<file path="src/rtl/rxf_pkg.sv">
package rxf_pkg;
  localparam int SA_COUNT   = 4;
  localparam int TID_COUNT  = 4;
  localparam int DA_BYTES   = 6;
  localparam int DA_W       = DA_BYTES * 8;
  localparam int HDR_BYTES  = 14;
  localparam int TYPE_HI    = 12;
  localparam int TYPE_LO    = 13;
  localparam int HIDX_W     = 6;
  localparam int HASH_W     = 1 << HIDX_W;
  localparam int CODE_W     = 4;
  localparam int CODE_COUNT = 10;

  typedef enum logic [CODE_W-1:0] {
    MC_NONE    = 4'd0,
    MC_SA0     = 4'd1,
    MC_TYPE    = 4'd5,
    MC_HASH    = 4'd6,
    MC_EXT     = 4'd7,
    MC_BCAST   = 4'd8,
    MC_PROMISC = 4'd9
  } match_code_e;

  typedef struct packed {
    logic promisc;
    logic bcast_reject;
    logic mcast_hash;
    logic ucast_hash;
    logic hdx_rx_en;
  } filt_cfg_t;

  // Fold the address into a table index: index bit i collects every sixth bit.
  function automatic logic [HIDX_W-1:0] hash_index(input logic [DA_W-1:0] da);
    logic [HIDX_W-1:0] idx;
    idx = '0;
    for (int b = 0; b < DA_W; b++) begin
      idx[b % HIDX_W] = idx[b % HIDX_W] ^ da[b];
    end
    return idx;
  endfunction

  function automatic logic is_group(input logic [DA_W-1:0] da);
    return da[0];
  endfunction

  function automatic logic is_bcast(input logic [DA_W-1:0] da);
    return &da;
  endfunction
endpackage

</file>
<file path="src/rtl/rxf_regs.sv">
module rxf_regs
  import rxf_pkg::*;
#(
  parameter int ADDR_W = 4
) (
  input  logic                              clk,
  input  logic                              rst_n,
  input  logic                              wr_en,
  input  logic [ADDR_W-1:0]                 wr_addr,
  input  logic [31:0]                       wr_data,
  output logic [SA_COUNT-1:0][DA_W-1:0]     sa_val,
  output logic [SA_COUNT-1:0]               sa_en,
  output logic [TID_COUNT-1:0][15:0]        tid_val,
  output logic [TID_COUNT-1:0]              tid_en,
  output logic [HASH_W-1:0]                 hash_tbl
);
  localparam int TID_BASE  = 2 * SA_COUNT;
  localparam int HASH_BASE = TID_BASE + TID_COUNT;

  for (genvar k = 0; k < SA_COUNT; k++) begin : g_sa
    localparam logic [ADDR_W-1:0] A_LO = ADDR_W'(2 * k);
    localparam logic [ADDR_W-1:0] A_HI = ADDR_W'(2 * k + 1);
    always_ff @(posedge clk or negedge rst_n) begin
      if (!rst_n) begin
        sa_val[k] <= '0;
        sa_en[k]  <= 1'b0;
      end else if (wr_en && wr_addr == A_LO) begin
        sa_val[k][31:0] <= wr_data;
        sa_en[k]        <= 1'b0;
      end else if (wr_en && wr_addr == A_HI) begin
        sa_val[k][DA_W-1:32] <= wr_data[DA_W-33:0];
        sa_en[k]             <= 1'b1;
      end
    end
  end

  for (genvar j = 0; j < TID_COUNT; j++) begin : g_tid
    localparam logic [ADDR_W-1:0] A_T = ADDR_W'(TID_BASE + j);
    always_ff @(posedge clk or negedge rst_n) begin
      if (!rst_n) begin
        tid_val[j] <= '0;
        tid_en[j]  <= 1'b0;
      end else if (wr_en && wr_addr == A_T) begin
        tid_val[j] <= wr_data[15:0];
        tid_en[j]  <= wr_data[31];
      end
    end
  end

  for (genvar h = 0; h < HASH_W / 32; h++) begin : g_hash
    localparam logic [ADDR_W-1:0] A_H = ADDR_W'(HASH_BASE + h);
    always_ff @(posedge clk or negedge rst_n) begin
      if (!rst_n) begin
        hash_tbl[h*32 +: 32] <= '0;
      end else if (wr_en && wr_addr == A_H) begin
        hash_tbl[h*32 +: 32] <= wr_data;
      end
    end
  end
endmodule

</file>
<file path="src/rtl/rxf_capture.sv">
module rxf_capture
  import rxf_pkg::*;
(
  input  logic            clk,
  input  logic            rst_n,
  input  logic            rx_valid,
  input  logic            rx_sof,
  input  logic            rx_eof,
  input  logic [7:0]      rx_data,
  input  logic            block_now,
  output logic [DA_W-1:0] da,
  output logic [15:0]     typ,
  output logic            da_ok,
  output logic            type_ok,
  output logic            blocked,
  output logic            pend
);
  localparam int CNT_W = $clog2(HDR_BYTES + 1);
  localparam logic [CNT_W-1:0] LAST_IDX = CNT_W'(HDR_BYTES - 1);
  localparam logic [CNT_W-1:0] SAT_IDX  = CNT_W'(HDR_BYTES);
  localparam logic [CNT_W-1:0] DA_LAST  = CNT_W'(DA_BYTES - 1);
  localparam logic [CNT_W-1:0] T_HI     = CNT_W'(TYPE_HI);
  localparam logic [CNT_W-1:0] T_LO     = CNT_W'(TYPE_LO);

  logic [CNT_W-1:0]           cnt_q, idx;
  logic                       done_q, done_eff, trig;
  logic [DA_BYTES-1:0][7:0]   da_q;
  logic [15:0]                typ_q;
  logic                       blocked_q, da_ok_q, type_ok_q, pend_q;

  assign idx      = rx_sof ? '0 : cnt_q;
  assign done_eff = rx_sof ? 1'b0 : done_q;
  assign trig     = rx_valid && !done_eff &&
                    (idx == LAST_IDX || (rx_eof && idx < LAST_IDX));

  for (genvar k = 0; k < DA_BYTES; k++) begin : g_da
    always_ff @(posedge clk or negedge rst_n) begin
      if (!rst_n)                                    da_q[k] <= '0;
      else if (rx_valid && idx == CNT_W'(k))         da_q[k] <= rx_data;
    end
  end

  always_ff @(posedge clk or negedge rst_n) begin
    if (!rst_n) begin
      cnt_q     <= '0;
      done_q    <= 1'b0;
      typ_q     <= '0;
      blocked_q <= 1'b0;
      da_ok_q   <= 1'b0;
      type_ok_q <= 1'b0;
      pend_q    <= 1'b0;
    end else begin
      pend_q <= trig;
      if (rx_valid) begin
        cnt_q  <= (idx == SAT_IDX) ? idx : idx + 1'b1;
        done_q <= done_eff | trig;
        if (idx == T_HI) typ_q[15:8] <= rx_data;
        if (idx == T_LO) typ_q[7:0]  <= rx_data;
        if (idx == '0)        blocked_q <= 1'b0;
        else if (idx == DA_LAST) blocked_q <= block_now;
      end
      if (trig) begin
        da_ok_q   <= (idx >= DA_LAST);
        type_ok_q <= (idx == LAST_IDX);
      end
    end
  end

  assign da      = da_q;
  assign typ     = typ_q;
  assign da_ok   = da_ok_q;
  assign type_ok = type_ok_q;
  assign blocked = blocked_q;
  assign pend    = pend_q;
endmodule

</file>
<file path="src/rtl/rxf_match.sv">
module rxf_match
  import rxf_pkg::*;
(
  input  logic [DA_W-1:0]                   da,
  input  logic [15:0]                       typ,
  input  logic                              da_ok,
  input  logic                              type_ok,
  input  logic                              blocked,
  input  filt_cfg_t                         cfg,
  input  logic                              ext,
  input  logic [SA_COUNT-1:0][DA_W-1:0]     sa_val,
  input  logic [SA_COUNT-1:0]               sa_en,
  input  logic [TID_COUNT-1:0][15:0]        tid_val,
  input  logic [TID_COUNT-1:0]              tid_en,
  input  logic [HASH_W-1:0]                 hash_tbl,
  output logic [CODE_COUNT-1:0]             hits,
  output logic                              accept,
  output logic [CODE_W-1:0]                 code
);
  logic [SA_COUNT-1:0]  sa_hit;
  logic [TID_COUNT-1:0] tid_hit;
  logic                 hbit, hash_hit, qual;

  for (genvar k = 0; k < SA_COUNT; k++) begin : g_sa
    assign sa_hit[k] = sa_en[k] && (sa_val[k] == da);
  end
  for (genvar j = 0; j < TID_COUNT; j++) begin : g_tid
    assign tid_hit[j] = tid_en[j] && type_ok && (tid_val[j] == typ);
  end

  assign hbit     = hash_tbl[hash_index(da)];
  assign hash_hit = hbit && (is_group(da) ? cfg.mcast_hash : cfg.ucast_hash);
  assign qual     = da_ok && !blocked;

  always_comb begin
    hits = '0;
    hits[int'(MC_SA0) +: SA_COUNT] = sa_hit;
    hits[MC_TYPE]    = |tid_hit;
    hits[MC_HASH]    = hash_hit;
    hits[MC_EXT]     = ext;
    hits[MC_BCAST]   = is_bcast(da) && !cfg.bcast_reject;
    hits[MC_PROMISC] = cfg.promisc;
  end

  assign accept = qual && (|hits);

  always_comb begin
    code = MC_NONE;
    if (qual) begin
      for (int i = CODE_COUNT - 1; i >= 1; i--) begin
        if (hits[i]) code = CODE_W'(i);
      end
    end
  end
endmodule

</file>
<file path="src/rtl/eth_rx_addr_filter.sv">
module eth_rx_addr_filter
  import rxf_pkg::*;
#(
  parameter int ADDR_W = 4
) (
  input  logic              clk,
  input  logic              rst_n,
  input  logic              rx_valid,
  input  logic              rx_sof,
  input  logic              rx_eof,
  input  logic [7:0]        rx_data,
  input  logic              cfg_promisc,
  input  logic              cfg_bcast_reject,
  input  logic              cfg_mcast_hash_en,
  input  logic              cfg_ucast_hash_en,
  input  logic              cfg_hdx_rx_en,
  input  logic              stat_half_duplex,
  input  logic              stat_tx_active,
  input  logic              ext_match,
  input  logic              reg_wr_en,
  input  logic [ADDR_W-1:0] reg_wr_addr,
  input  logic [31:0]       reg_wr_data,
  output logic              dec_valid,
  output logic              frame_accept,
  output logic [CODE_W-1:0] match_code
);
  filt_cfg_t                       cfg;
  logic [SA_COUNT-1:0][DA_W-1:0]   sa_val;
  logic [SA_COUNT-1:0]             sa_en;
  logic [TID_COUNT-1:0][15:0]      tid_val;
  logic [TID_COUNT-1:0]            tid_en;
  logic [HASH_W-1:0]               hash_tbl;
  logic [DA_W-1:0]                 da_w;
  logic [15:0]                     typ_w;
  logic                            da_ok_w, type_ok_w, blocked_w, dec_pend_w, block_now_w;
  logic [CODE_COUNT-1:0]           hits_w;
  logic                            accept_w;
  logic [CODE_W-1:0]               code_w;

  assign cfg         = '{promisc: cfg_promisc, bcast_reject: cfg_bcast_reject,
                         mcast_hash: cfg_mcast_hash_en, ucast_hash: cfg_ucast_hash_en,
                         hdx_rx_en: cfg_hdx_rx_en};
  assign block_now_w = stat_half_duplex && stat_tx_active && !cfg_hdx_rx_en;

  rxf_regs #(.ADDR_W(ADDR_W)) u_regs (
    .clk(clk), .rst_n(rst_n), .wr_en(reg_wr_en), .wr_addr(reg_wr_addr),
    .wr_data(reg_wr_data), .sa_val(sa_val), .sa_en(sa_en), .tid_val(tid_val),
    .tid_en(tid_en), .hash_tbl(hash_tbl)
  );

  rxf_capture u_cap (
    .clk(clk), .rst_n(rst_n), .rx_valid(rx_valid), .rx_sof(rx_sof),
    .rx_eof(rx_eof), .rx_data(rx_data), .block_now(block_now_w), .da(da_w),
    .typ(typ_w), .da_ok(da_ok_w), .type_ok(type_ok_w), .blocked(blocked_w),
    .pend(dec_pend_w)
  );

  rxf_match u_match (
    .da(da_w), .typ(typ_w), .da_ok(da_ok_w), .type_ok(type_ok_w),
    .blocked(blocked_w), .cfg(cfg), .ext(ext_match), .sa_val(sa_val),
    .sa_en(sa_en), .tid_val(tid_val), .tid_en(tid_en), .hash_tbl(hash_tbl),
    .hits(hits_w), .accept(accept_w), .code(code_w)
  );

  always_ff @(posedge clk or negedge rst_n) begin
    if (!rst_n) begin
      dec_valid    <= 1'b0;
      frame_accept <= 1'b0;
      match_code   <= '0;
    end else begin
      dec_valid <= dec_pend_w;
      if (dec_pend_w) begin
        frame_accept <= accept_w;
        match_code   <= code_w;
      end
    end
  end
endmodule

</file>
<file path="config.mk">
export PLATFORM = sky130hd
export DESIGN_NAME = eth_rx_addr_filter
export DESIGN_NICKNAME = d
export VERILOG_FILES = /design/src/rtl/rxf_pkg.sv /design/src/rtl/rxf_regs.sv /design/src/rtl/rxf_capture.sv /design/src/rtl/rxf_match.sv /design/src/rtl/eth_rx_addr_filter.sv
export SDC_FILE = /design/constraint.sdc
export NUM_CORES = 1
export LEC_CHECK = 0
export ABC_AREA = 1
export BUFFER_PORTS_ARGS = -buffer_cell sky130_fd_sc_hd__buf_4
export CAP_MARGIN = 10
export CORE_AREA = 2 2 178 180
export DETAILED_ROUTE_END_ITERATION = 10
export DIE_AREA = 0 0 180 182
export PLACE_DENSITY_LB_ADDON = 0.1
export SETUP_SLACK_MARGIN = 0.05
export SYNTH_ARGS = -nofsm -noshare
export SYNTH_HDL_FRONTEND = slang
export SYNTH_SLANG_ARGS = --single-unit
</file>
<file path="constraint.sdc">
create_clock -name clk -period 6.2 [get_ports clk]
set_clock_uncertainty 0.05 [all_clocks]
set_input_delay 0.62 -clock clk [delete_from_list [all_inputs] [get_ports clk]]
set_output_delay 0.62 -clock clk [all_outputs]
set_load 0.02 [all_outputs]
</file>
* Word-level counts from Yosys, hierarchy flattened
Cells that the tools add are included.
** Cells by class
- Add/subtract/negate cells :: 1
- Muxes and demuxes :: 26
- Divide/modulo/power cells :: 0
- Bitwise logic cells :: 47
- Equality and inequality tests :: 29
- Shifts and indexed selects :: 0
- Multiply operators :: 0
- Magnitude comparators :: 3
- Reduce and logical (&&, ||, !) cells :: 63
** Operators by type and width (count)
- $eq A48 B48 Y1 :: 4
- $eq A16 B16 Y1 :: 4
- $mux W4 :: 12
- $reduce_and A48 Y1 :: 1
- $xor A1 B1 Y1 :: 42
- $logic_and A1 B1 Y1 :: 41
- $eq A4 B4 Y1 const B :: 9
- $eq A4 B3 Y1 const B :: 6
- $eq A4 B2 Y1 const B :: 4
- $reduce_and A2 Y1 :: 7
- $mux W1 :: 13
- $reduce_or A12 Y1 :: 1
- $reduce_bool A2 Y1 :: 5
- $eq A4 B1 Y1 const B :: 2
- $logic_not A4 Y1 :: 2
- $lt A6 B7 Y1 const B :: 1
- $bmux W1 S6 :: 1
- $add A4 B1 Y4 const B :: 1
- $ge A4 B3 Y1 const B :: 1
- $logic_not A1 Y1 :: 4
- $lt A4 B4 Y1 const B :: 1
- $not A1 Y1 :: 4
- $reduce_or A4 Y1 :: 1
- $logic_or A1 B1 Y1 :: 1
- $or A1 B1 Y1 :: 1
** Word-level totals
- Bits of input ports :: 58
- Bits in registers :: 407
- Bits in latches :: 0
- Memories kept :: 0
- Output and inout port bits :: 6
- Memory bits (writable) :: 0
- Memory bits (read-only) :: 0

* Longest topological paths before layout
Gate-level depths: netlist of run 1.
- Depth after elaboration :: 17
- Gate-level depth with buffers :: 25

* Modules after synthesis
From an unflattened synthesis of run 1, not the netlist that was laid out.
** Unflattened totals
- Cells, all modules :: 2911
- Area, all modules :: 22072.4 um2
** By module, submodules not included
- rxf_regs :: cells an instance 1455, instances 1, area an instance 12911.1 um2
- rxf_match :: cells an instance 1154, instances 1, area an instance 5928.2 um2
- rxf_capture :: cells an instance 278, instances 1, area an instance 3015.4 um2
- eth_rx_addr_filter :: cells an instance 24, instances 1, area an instance 217.7 um2

* Least setup slack after synthesis of run 1
Ideal clock, no wire load.
- Kind :: reg2reg
- Start point :: register u_cap.da_q, in the netlist u_cap.da[42]
- End point :: register match_code[0]
- Path slack :: 4028 ps
- Cell stages (with the launch flop) :: 25
- Arrival :: 2005 ps
- Path buffers :: 2
- Path through :: dfrtp_1 -> buf_4 -> nand2_2 -> inv_1 -> nor2_1 -> nand2_1 -> nand2_2 -> nand2_2 -> nand2_4 -> buf_4 -> nand2_1 -> nand3_1 -> nand3_1 -> nand3_1 -> nand3_1 -> nand3_1 -> nand3_2 -> nand2_1 -> nand2_1 -> nand2_1 -> nand2_1 -> nand2_1 -> nand2_1 -> nand2_1 -> nand2_1
** Between the ends
- Cells in the longest elaborated chain, start to end :: 11
- Elaborated cells between the ends (all ways) :: 23
- Those cells by class :: eq/ne (4); mux (11); bitwise (1); reduce/logical (7)
** RTL lines
- start: declaration :: RTL line rxf_capture.sv:27 : logic [DA_BYTES-1:0][7:0] da_q;
- start signal: indexed assignment :: RTL line rxf_capture.sv:39 : else if (rx_valid && idx == CNT_W'(k)) da_q[k] <= rx_data;
- $xor A1 B1 Y1 or $reduce_and A48 Y1 (tied branches) :: RTL line rxf_pkg.sv:37, rxf_pkg.sv:47
- $bmux W1 S6 or $logic_and A1 B1 Y1 (tied branches) :: RTL line rxf_match.sv:31, rxf_match.sv:41
- $mux W1 (not written as such) or $mux W4 (tied branches) :: RTL line rxf_match.sv:31, rxf_match.sv:51
- $logic_and A1 B1 Y1 or $mux W4 (tied branches) :: RTL line rxf_match.sv:32, rxf_match.sv:51
- $mux W4 (5 in series) :: RTL line rxf_match.sv:51 : if (hits[i]) code = CODE_W'(i);
- $mux W4 (*) :: RTL line rxf_match.sv:51
- $mux W4 (*) :: RTL line rxf_match.sv:49 : if (qual) begin
- end signal: assignment :: RTL line eth_rx_addr_filter.sv:74 : match_code <= code_w;
- end: declaration :: RTL line eth_rx_addr_filter.sv:25 : output logic [CODE_W-1:0] match_code
Mark *: on every way between the ends. The rest lies on a longest branch, timed or not. The select of a mux whose other input is x is not followed.
A chain may end at the register's enable or synchronous reset.

* Worst setup path in the final report of run 1
- Start point :: register u_cap.da_q, in the netlist u_cap.da[0]
- End point :: register match_code[0]
** Between the ends
- Cells in the longest elaborated chain, start to end :: 17
- Elaborated cells between the ends (all ways) :: 30
- Those cells by class :: eq/ne (4); mux (12); bitwise (7); reduce/logical (7)
** RTL lines
- $xor A1 B1 Y1 (7 in series) :: RTL line rxf_pkg.sv:37 : idx[b % HIDX_W] = idx[b % HIDX_W] ^ da[b];
- $bmux W1 S6 :: RTL line rxf_match.sv:31 : assign hbit = hash_tbl[hash_index(da)];
- $mux W1 (not written as such) :: RTL line rxf_match.sv:31
- $logic_and A1 B1 Y1 :: RTL line rxf_match.sv:32 : assign hash_hit = hbit && (is_group(da) ? cfg.mcast_hash : cfg.ucast_hash);
- $mux W4 (5 in series) :: RTL line rxf_match.sv:51
- $mux W4 (*) :: RTL line rxf_match.sv:51
- $mux W4 (*) :: RTL line rxf_match.sv:49
Marked as above.

==> results of run 1 <==
==> layout make-up <==
class / instances / area share [%]
antenna: 1 / 0.01152
sequential: 407 / 46.87
multi-input combinational: 1599 / 36.55
clock inverter: 10 / 0.7773
tap: 402 / 2.315
inverter: 286 / 4.952
timing repair buffer: 75 / 2.833
clock buffer: 62 / 5.695
==> cells by family (layout without fill, tap and decap cells) <==
kind of cell    count (synthesis)  count (layout)  synth area share (%)
buf+inv                       395             433                 8.004
other cells                     0               1                     0
fa+ha+maj                       5               5                0.3179
flops                         407             407                 51.75
simple gates                  944             944                 19.93
xor+xnor                       87              87                 4.101
compound gates                563             563                 15.90
==> how the worst max path moves through the flow <==
stage	endpoint	startpoint	depth (start not counted)	slack [ps]
after floorplan	match_code[0]	u_cap.da[42]	24	4030
after global placement	match_code[0]	u_cap.da[0]	23	3090
after detailed placement	u_regs.sa_val[152]	reg_wr_addr[1]	8	3000
after CTS	match_code[0]	u_cap.da[0]	23	3030
after global routing	match_code[0]	u_cap.da[0]	23	2720
final	match_code[0]	u_cap.da[0]	23	2900
==> flip-flops by register name, summed over array words and instances, names as in the netlist <==
register,flops
u_regs.sa_val,192
u_regs.hash_tbl,64
u_regs.tid_val,64
u_cap.da,48
u_cap.typ,16
match_code,4
u_cap.cnt_q,4
u_regs.sa_en,4
u_regs.tid_en,4
dec_valid,1
frame_accept,1
u_cap.blocked,1
u_cap.da_ok,1
u_cap.done_q,1
u_cap.pend,1
u_cap.type_ok,1
==> critical path: stages, from the launching register on <==
cell,delay (ps)
dfrtp_1,720
inv_2,220
nand2_1,170
nand2_1,80
nand2_1,90
nand2_2,80
inv_2,90
nand2_4,80
nand2_4,280
nand2_1,150
nand3_1,100
nand3_1,100
nand3_1,110
nand3_1,80
nand3_1,120
nand3_2,170
nand2_1,120
nand2_1,60
nand2_1,60
nand2_1,50
nand2_1,60
nand2_1,50
nand2_1,70
nand2_1,50
==> report_power, final <==
| group | internal (mW) | switching, mW |
|---|---|---|
| sequential | 3.31 | 0.930 |
| combinational | 1.24 | 2.59 |
| clock | 1.55 | 1.10 |
==> stage by stage <==
step	setup WS, ps	util [%]	power [mW]	instances
floorplan	4028	-	6.430	2401
global placement	3090	65.49	7.790	2768
detailed placement	3000	65.49	7.857	2768
CTS	3033	70.03	10.50	2840
global route	2719	70.12	11.15	2841
finish	2902	70.13	10.72	2842
==> layout by cell type, fill, tap and decap left out, types with 4 or more instances in the layout <==
cell type  count
o211ai_1       4
dfrtp_1      407
nor2_2         6
o21ai_0      380
clkbuf_8       9
a21oi_1       53
nand2_1      616
nor3_1        21
a211oi_1       5
nor4_1        30
clkbuf_1      10
or2_2          4
nand2_2       15
or4_1          5
nor2_1       137
o221ai_1       5
clkinv_1       5
inv_1        257
nand3_1       82
xnor2_1       14
bufinv_16      4
a2111oi_0      9
a221oi_1      17
ha_1           5
inv_2         23
nand2_4        4
clkbuf_16     43
o22ai_1       64
clkinv_2       4
xor2_1        70
buf_4         71
o2111ai_1     13
nand4_1       14
==> layer usage <==
metal / vias to the layer above / routed length, µm / GRT usage [%] / part of all wire, %
li1: 7890 / - / - / -
met1: 8818 / 27420 / 60.74 / 35
met2: 1453 / 33560 / 71.79 / 43
met3: 376 / 9947 / 13.08 / 13
met4: 2 / 6550 / 33.66 / 8.5
met5: - / 13 / 0.2963 / 0.017
==> results.py, run 1 <==
metrics = {
    "critical_path": {
        "crit_type": "reg2reg",
        "r2r_end": "match_code[0]",
        "reg2reg_slack_ps": 2900,
        "r2r_cells": 23,
        "rr_startpoint": "u_cap.da[0]",
        "worstPathRequired_ps": 6620,
        "crit_path_start_kind": "flop",
        "cp_data_arrival_time_ps": 3720,
        "endpoint_kind": "flop",
        "critPathMaxFanout": 31,
    },
    "pwr": {
        "powerDensity_mw_per_mm2": 493.5,
        "peakVddDrop_uv": 328.4,
        "power.leakage_nw": 10.45,
    },
    "routing": {
        "routed_via_density": 6.523,
        "wl_per_cell_um": 27.27,
        "drtIter0Drc": 2632,
        "vias": 18539,
        "drcViolationCount": 0,
        "detail_route.first_pass.iterations": 8,
        "drt-total-wl_um": 77490,
        "postRouteAntennaNets": 0,
    },
    "floorplanning": {
        "row_count": 65,
        "die_area_mm2": 0.03276,
        "ios": 64,
        "die_w_um": 180,
        "initial_utilization_pct": 63.52,
        "fp.coreArea_mm2": 0.03099,
        "die_h_um": 182,
    },
    "yosys": {
        "yosys_warnings": 0,
        "async_flop_share_pct": 100.0,
        "yosysSeqAreaShare_pct": 51.75,
        "netlist_instances": 2401,
        "ys_top_cells_by_count": "nand2_1 (616), dfrtp_1 (407), o21ai_0 (380)",
        "synth_edf_count": 0,
        "synthMostInstantiatedCell": "nand2_1",
        "avgSynthCellArea_um2": 8.197,
        "syn-num-nets": 2464,
        "syn-cell-area_mm2": 0.01968,
        "synth.area.top_cells": "dfrtp_1 (52%), nand2_1 (12%), o21ai_0 (9.7%)",
        "synth_ff_type": "dfrtp_1",
        "synth_top_area_share_pct": 51.75,
        "yosysTopAreaCell": "dfrtp_1",
        "synth_seq_cells": 407,
        "yosys.cell_types.count": 50,
    },
    "grt": {
        "gr-total-overflow": 0,
        "grt_pass1_vias": 17951,
        "antenna_found_initial": 2,
        "grt_start_max_net_pins": 168,
        "grt_pass1_wl_um": 114500,
        "track_usage_pct": 47.91,
    },
    "sta": {
        "whs_ps": 53.22,
        "setup_viol": 0,
        "post-route-min-period_ps": 3298,
        "final-hold-violation-count": 0,
        "slew_headroom_pct": 20.86,
        "tns_ps": 0,
        "rsz0062_at_grt": "false",
        "fmax_mhz": 303.2,
        "fin_crit_sh_pct": 53.20,
        "slew_viol_final": 0,
        "worstMarginPinSlew_ps": 1184,
    },
    "layout": {
        "stdcell_area_mm2": 0.02173,
        "fillers": 2423,
        "area_delta_synth_final_pct": 10.41,
        "ff_latch_area_mm2": 0.01018,
        "multiInputGateArea_mm2": 0.007941,
        "drive_above_1_share_pct": 8.077,
        "nets": 2474,
    },
    "place": {
        "routabilityCongestion": 1.112,
        "placedInstanceArea_mm2": 0.02029,
        "dpl.hpwl_um": 54610,
        "port_buffers": 63,
    },
    "worst_hold_path": {
        "hp-class": "in2async",
    },
    "clock_tree": {
        "cts_sinks": 407,
        "postCtsSetupRepairBufs": 0,
        "cts_buffers": 42,
        "clk_pin_slew_ps": 70,
        "cts_buffer_depth": 3,
        "cts_tree": "done",
        "h-tree-depth": 2,
        "cts-root-buf": "clkbuf_16",
        "clk_latency_ps": 570,
        "cts_hold_buf": 0,
        "cts-resized-gates": 0,
    },
    "status": {
        "status": "finished clean",
    },
    "job": {
        "cap_violations": 0,
    },
}
No activity file was read; power rests on OpenSTA's default activity.
==> inputs of run 2 (changes only) <==
--- a/config.mk
+++ b/config.mk
@@ -5,12 +5,12 @@
 export SDC_FILE = /design/constraint.sdc
 export NUM_CORES = 1
 export LEC_CHECK = 0
-export ABC_AREA = 1
+export ABC_AREA = 0
 export BUFFER_PORTS_ARGS = -buffer_cell sky130_fd_sc_hd__buf_4
 export CAP_MARGIN = 10
-export CORE_AREA = 2 2 178 180
+export CORE_AREA = 2 2 190 192
 export DETAILED_ROUTE_END_ITERATION = 10
-export DIE_AREA = 0 0 180 182
+export DIE_AREA = 0 0 192 194
 export PLACE_DENSITY_LB_ADDON = 0.1
 export SETUP_SLACK_MARGIN = 0.05
 export SYNTH_ARGS = -nofsm -noshare
==> constraint.sdc (replaced) <==
create_clock -name clk -period 2.7 [get_ports clk]
set_clock_uncertainty 0.05 [all_clocks]
set_input_delay 0.27 -clock clk [delete_from_list [all_inputs] [get_ports clk]]
set_output_delay 0.27 -clock clk [all_outputs]
set_load 0.02 [all_outputs]
==> run 2 against run 1 <==
The run now ends with negative setup slack left. Cell count decreased by 23%. Count of clock-buffer cells in the layout did not move. Power grew to 2.5 times the previous value. Wire length is 20% lower. Non-clock buffer count increased by 146. Setup slack got worse by 3200 ps. Global-route usage shrank 14 points. Critical path depth fell by 11. Sequential share of layout area is 3.3 points lower. Die area is 14% higher. Clock power rose by 120%. Critical endpoint is now frame_accept.
==> results.py, run 2 <==
metrics = {
    "sta": {
        "fin_crit_sh_pct": 110.2,
        "whs_ps": 18.22,
        "slew_viol_final": 0,
        "rsz0062_at_grt": "true",
        "post-route-min-period_ps": 2975,
        "worstMarginPinSlew_ps": 889.5,
        "fmax_mhz": 336.1,
        "setup_viol": 5,
        "fin_ws_ps": -275.2,
        "final-hold-violation-count": 0,
        "slew_headroom_pct": 40.70,
        "tns_ps": -1213,
    },
    "critical_path": {
        "critPathMaxFanout": 5,
        "crit_type": "reg2reg",
        "cp_data_arrival_time_ps": 3370,
        "crit_path_start_kind": "flop",
        "worstPathRequired_ps": 3100,
        "endpoint_kind": "flop",
    },
    "layout": {
        "layout_common_cells": "dfrtp_1 (407), mux2_2 (384), xnor2_1 (197)",
        "area_delta_synth_final_pct": 17.31,
        "drive_above_1_share_pct": 39.61,
        "fillers": 2679,
        "largest_register_ff_count": 192,
        "final_common_cell": "dfrtp_1",
        "reg_top3": "u_regs.sa_val (192), u_regs.hash_tbl (64), u_regs.tid_val (64)",
        "nets": 1755,
        "ff_latch_area_mm2": 0.01018,
        "regMostFlops": "u_regs.sa_val",
        "multiInputGateArea_mm2": 0.009185,
        "stdcell_area_mm2": 0.02335,
    },
    "routing": {
        "routed_via_density": 6.123,
        "detail_route.first_pass.iterations": 5,
        "drtIter0Drc": 1160,
        "drt-total-wl_um": 62070,
        "vias": 13379,
        "postRouteAntennaNets": 0,
        "drcViolationCount": 0,
        "wl_per_cell_um": 28.41,
    },
    "status": {
        "status": "complete, but fails checks",
        "violations": "negative setup slack",
    },
    "pwr": {
        "peakVddDrop_uv": 999.0,
        "powerDensity_mw_per_mm2": 1148,
        "power.leakage_nw": 10.07,
    },
    "yosys": {
        "synth_ff_type": "dfrtp_1",
        "netlist_instances": 1543,
        "syn-num-nets": 1606,
        "synth_top_area_share_pct": 51.16,
        "ys_top_cells_by_count": "dfrtp_1 (407), mux2_2 (385), xnor2_1 (201)",
        "synth_seq_cells": 407,
        "async_flop_share_pct": 100.0,
        "yosys_warnings": 0,
        "yosysTopAreaCell": "dfrtp_1",
        "yosys.cell_types.count": 63,
        "synth.area.top_cells": "dfrtp_1 (51%), mux2_2 (22%), xnor2_1 (8.8%)",
        "syn-cell-area_mm2": 0.01991,
        "synth_edf_count": 0,
        "avgSynthCellArea_um2": 12.90,
        "synthMostInstantiatedCell": "dfrtp_1",
        "yosysSeqAreaShare_pct": 51.16,
    },
    "floorplanning": {
        "die_area_mm2": 0.03725,
        "die_h_um": 194,
        "row_count": 69,
        "die_w_um": 192,
        "initial_utilization_pct": 56.51,
        "ios": 64,
        "fp.coreArea_mm2": 0.03522,
    },
    "clock_tree": {
        "cts_tree": "done",
        "h-tree-depth": 2,
        "cts-root-buf": "clkbuf_16",
        "cts_buffer_depth": 3,
        "cts_sinks": 407,
        "cts_buffers": 44,
        "clk_latency_ps": 580,
        "clk_pin_slew_ps": 70,
    },
    "grt": {
        "gr-total-overflow": 0,
        "track_usage_pct": 34.13,
        "grt_pass1_vias": 13663,
        "antenna_found_initial": 1,
        "grt_pass1_wl_um": 91070,
        "grt_start_max_net_pins": 72,
    },
    "place": {
        "placedInstanceArea_mm2": 0.02164,
        "port_buffers": 63,
        "pre_cts_slack_ps": -405.1,
        "dpl.hpwl_um": 44120,
        "routabilityCongestion": 0.9934,
    },
    "job": {
        "cap_violations": 0,
    },
    "worst_hold_path": {
        "hp-class": "in2reg",
    },
}
-- run 2: changes by cell type in the layout (fill, tap and decap cells not counted), moves of 110 or more --
cell,previous run,this run
nand2_1,616,43
buf_4,71,181
o21ai_0,380,17
mux2_2,0,384
inv_1,257,29
nor2_1,137,27
xnor2_1,14,197
-- run 2: through the flow --
| stage | total power [mW] | util, % | std cells |
|---|---|---|---|
| 2_1_floorplan | 15.95 | - | 1543 |
| 3_3_place_gp | 19.82 | 61.43 | 2079 |
| 3_5_place_dp | 20.00 | 61.43 | 2079 |
| 4_1_cts | 26.74 | 66.28 | 2183 |
| 5_1_grt | 27.95 | 66.28 | 2183 |
| 6_report | 26.82 | 66.30 | 2185 |
-- run 2: layout make-up --
cell class / count / area share [%]
clock inverters: 14 / 0.5572
well taps: 461 / 2.470
multi-input cells: 989 / 39.33
clock buffers: 62 / 5.353
flip-flops and latches: 407 / 43.61
inverters: 29 / 0.4661
diodes: 2 / 0.02143
repair buffers: 221 / 8.187
-- run 2: kinds of logic after synthesis --
logic type,synth area share (%)
XOR/XNOR,12.07
AO/OA/AOI/OAI,2.533
adder cells (fa/ha/maj),0.3143
multiplexers,23.91
AND/OR/NAND/NOR,6.882
buffers and inverters,3.124
flip-flops,51.16
-- run 2: timing repair --
action / CTS / global route
endpoints found under the hold margin: 165 / 0
setup endpoints to repair: 5 / 5
gates resized for setup: 8 / 0
cloned: 1 / 0
pin swaps: 9 / 3
hold buffers: 25 / 0
setup buffers: 2 / 0
-- run 2: power breakdown --
group | switching [mW] | total [mW] | leakage, nW | internal [mW]
registers | 1.20 | 8.75 | 5.03 | 7.55
logic | 5.87 | 12.1 | 4.36 | 6.27
clock network | 2.51 | 5.92 | 0.683 | 3.41
-- run 2: final timing paths --
path | from | to | slack, ps | depth (start not counted)
setup / recovery | u_cap.da[12] | frame_accept | -280 | 12
hold / removal | rx_data[1] | u_cap.da[33] | 20 | 3
setup reg to reg | u_cap.da[12] | frame_accept | -280 | 12
hold reg to reg | u_regs.sa_en[2] | u_regs.sa_en[2] | 430 | 1
max in group asynchronous | rst_n | u_regs.sa_val[39] | 1540 | 3
min in group asynchronous | rst_n | u_cap.cnt_q[3] | 200 | 2
-- run 2: critical path, stage by stage (launching register included) --
cell	delay (ps)
dfrtp_1	440
xnor2_4	170
xnor2_2	170
xnor2_4	280
buf_12	170
buf_4	110
mux4_2	490
nand2_1	90
nand4_1	90
a22oi_2	250
nand4b_4	140
nand4b_1	180
a22o_1	210
-- run 2: routing by layer --
layer,global-route usage [%],share of wire (%)
met5,0,0
met3,7.421,7.4
met1,48.54,44
met2,50.77,44
met4,14.45,4.4
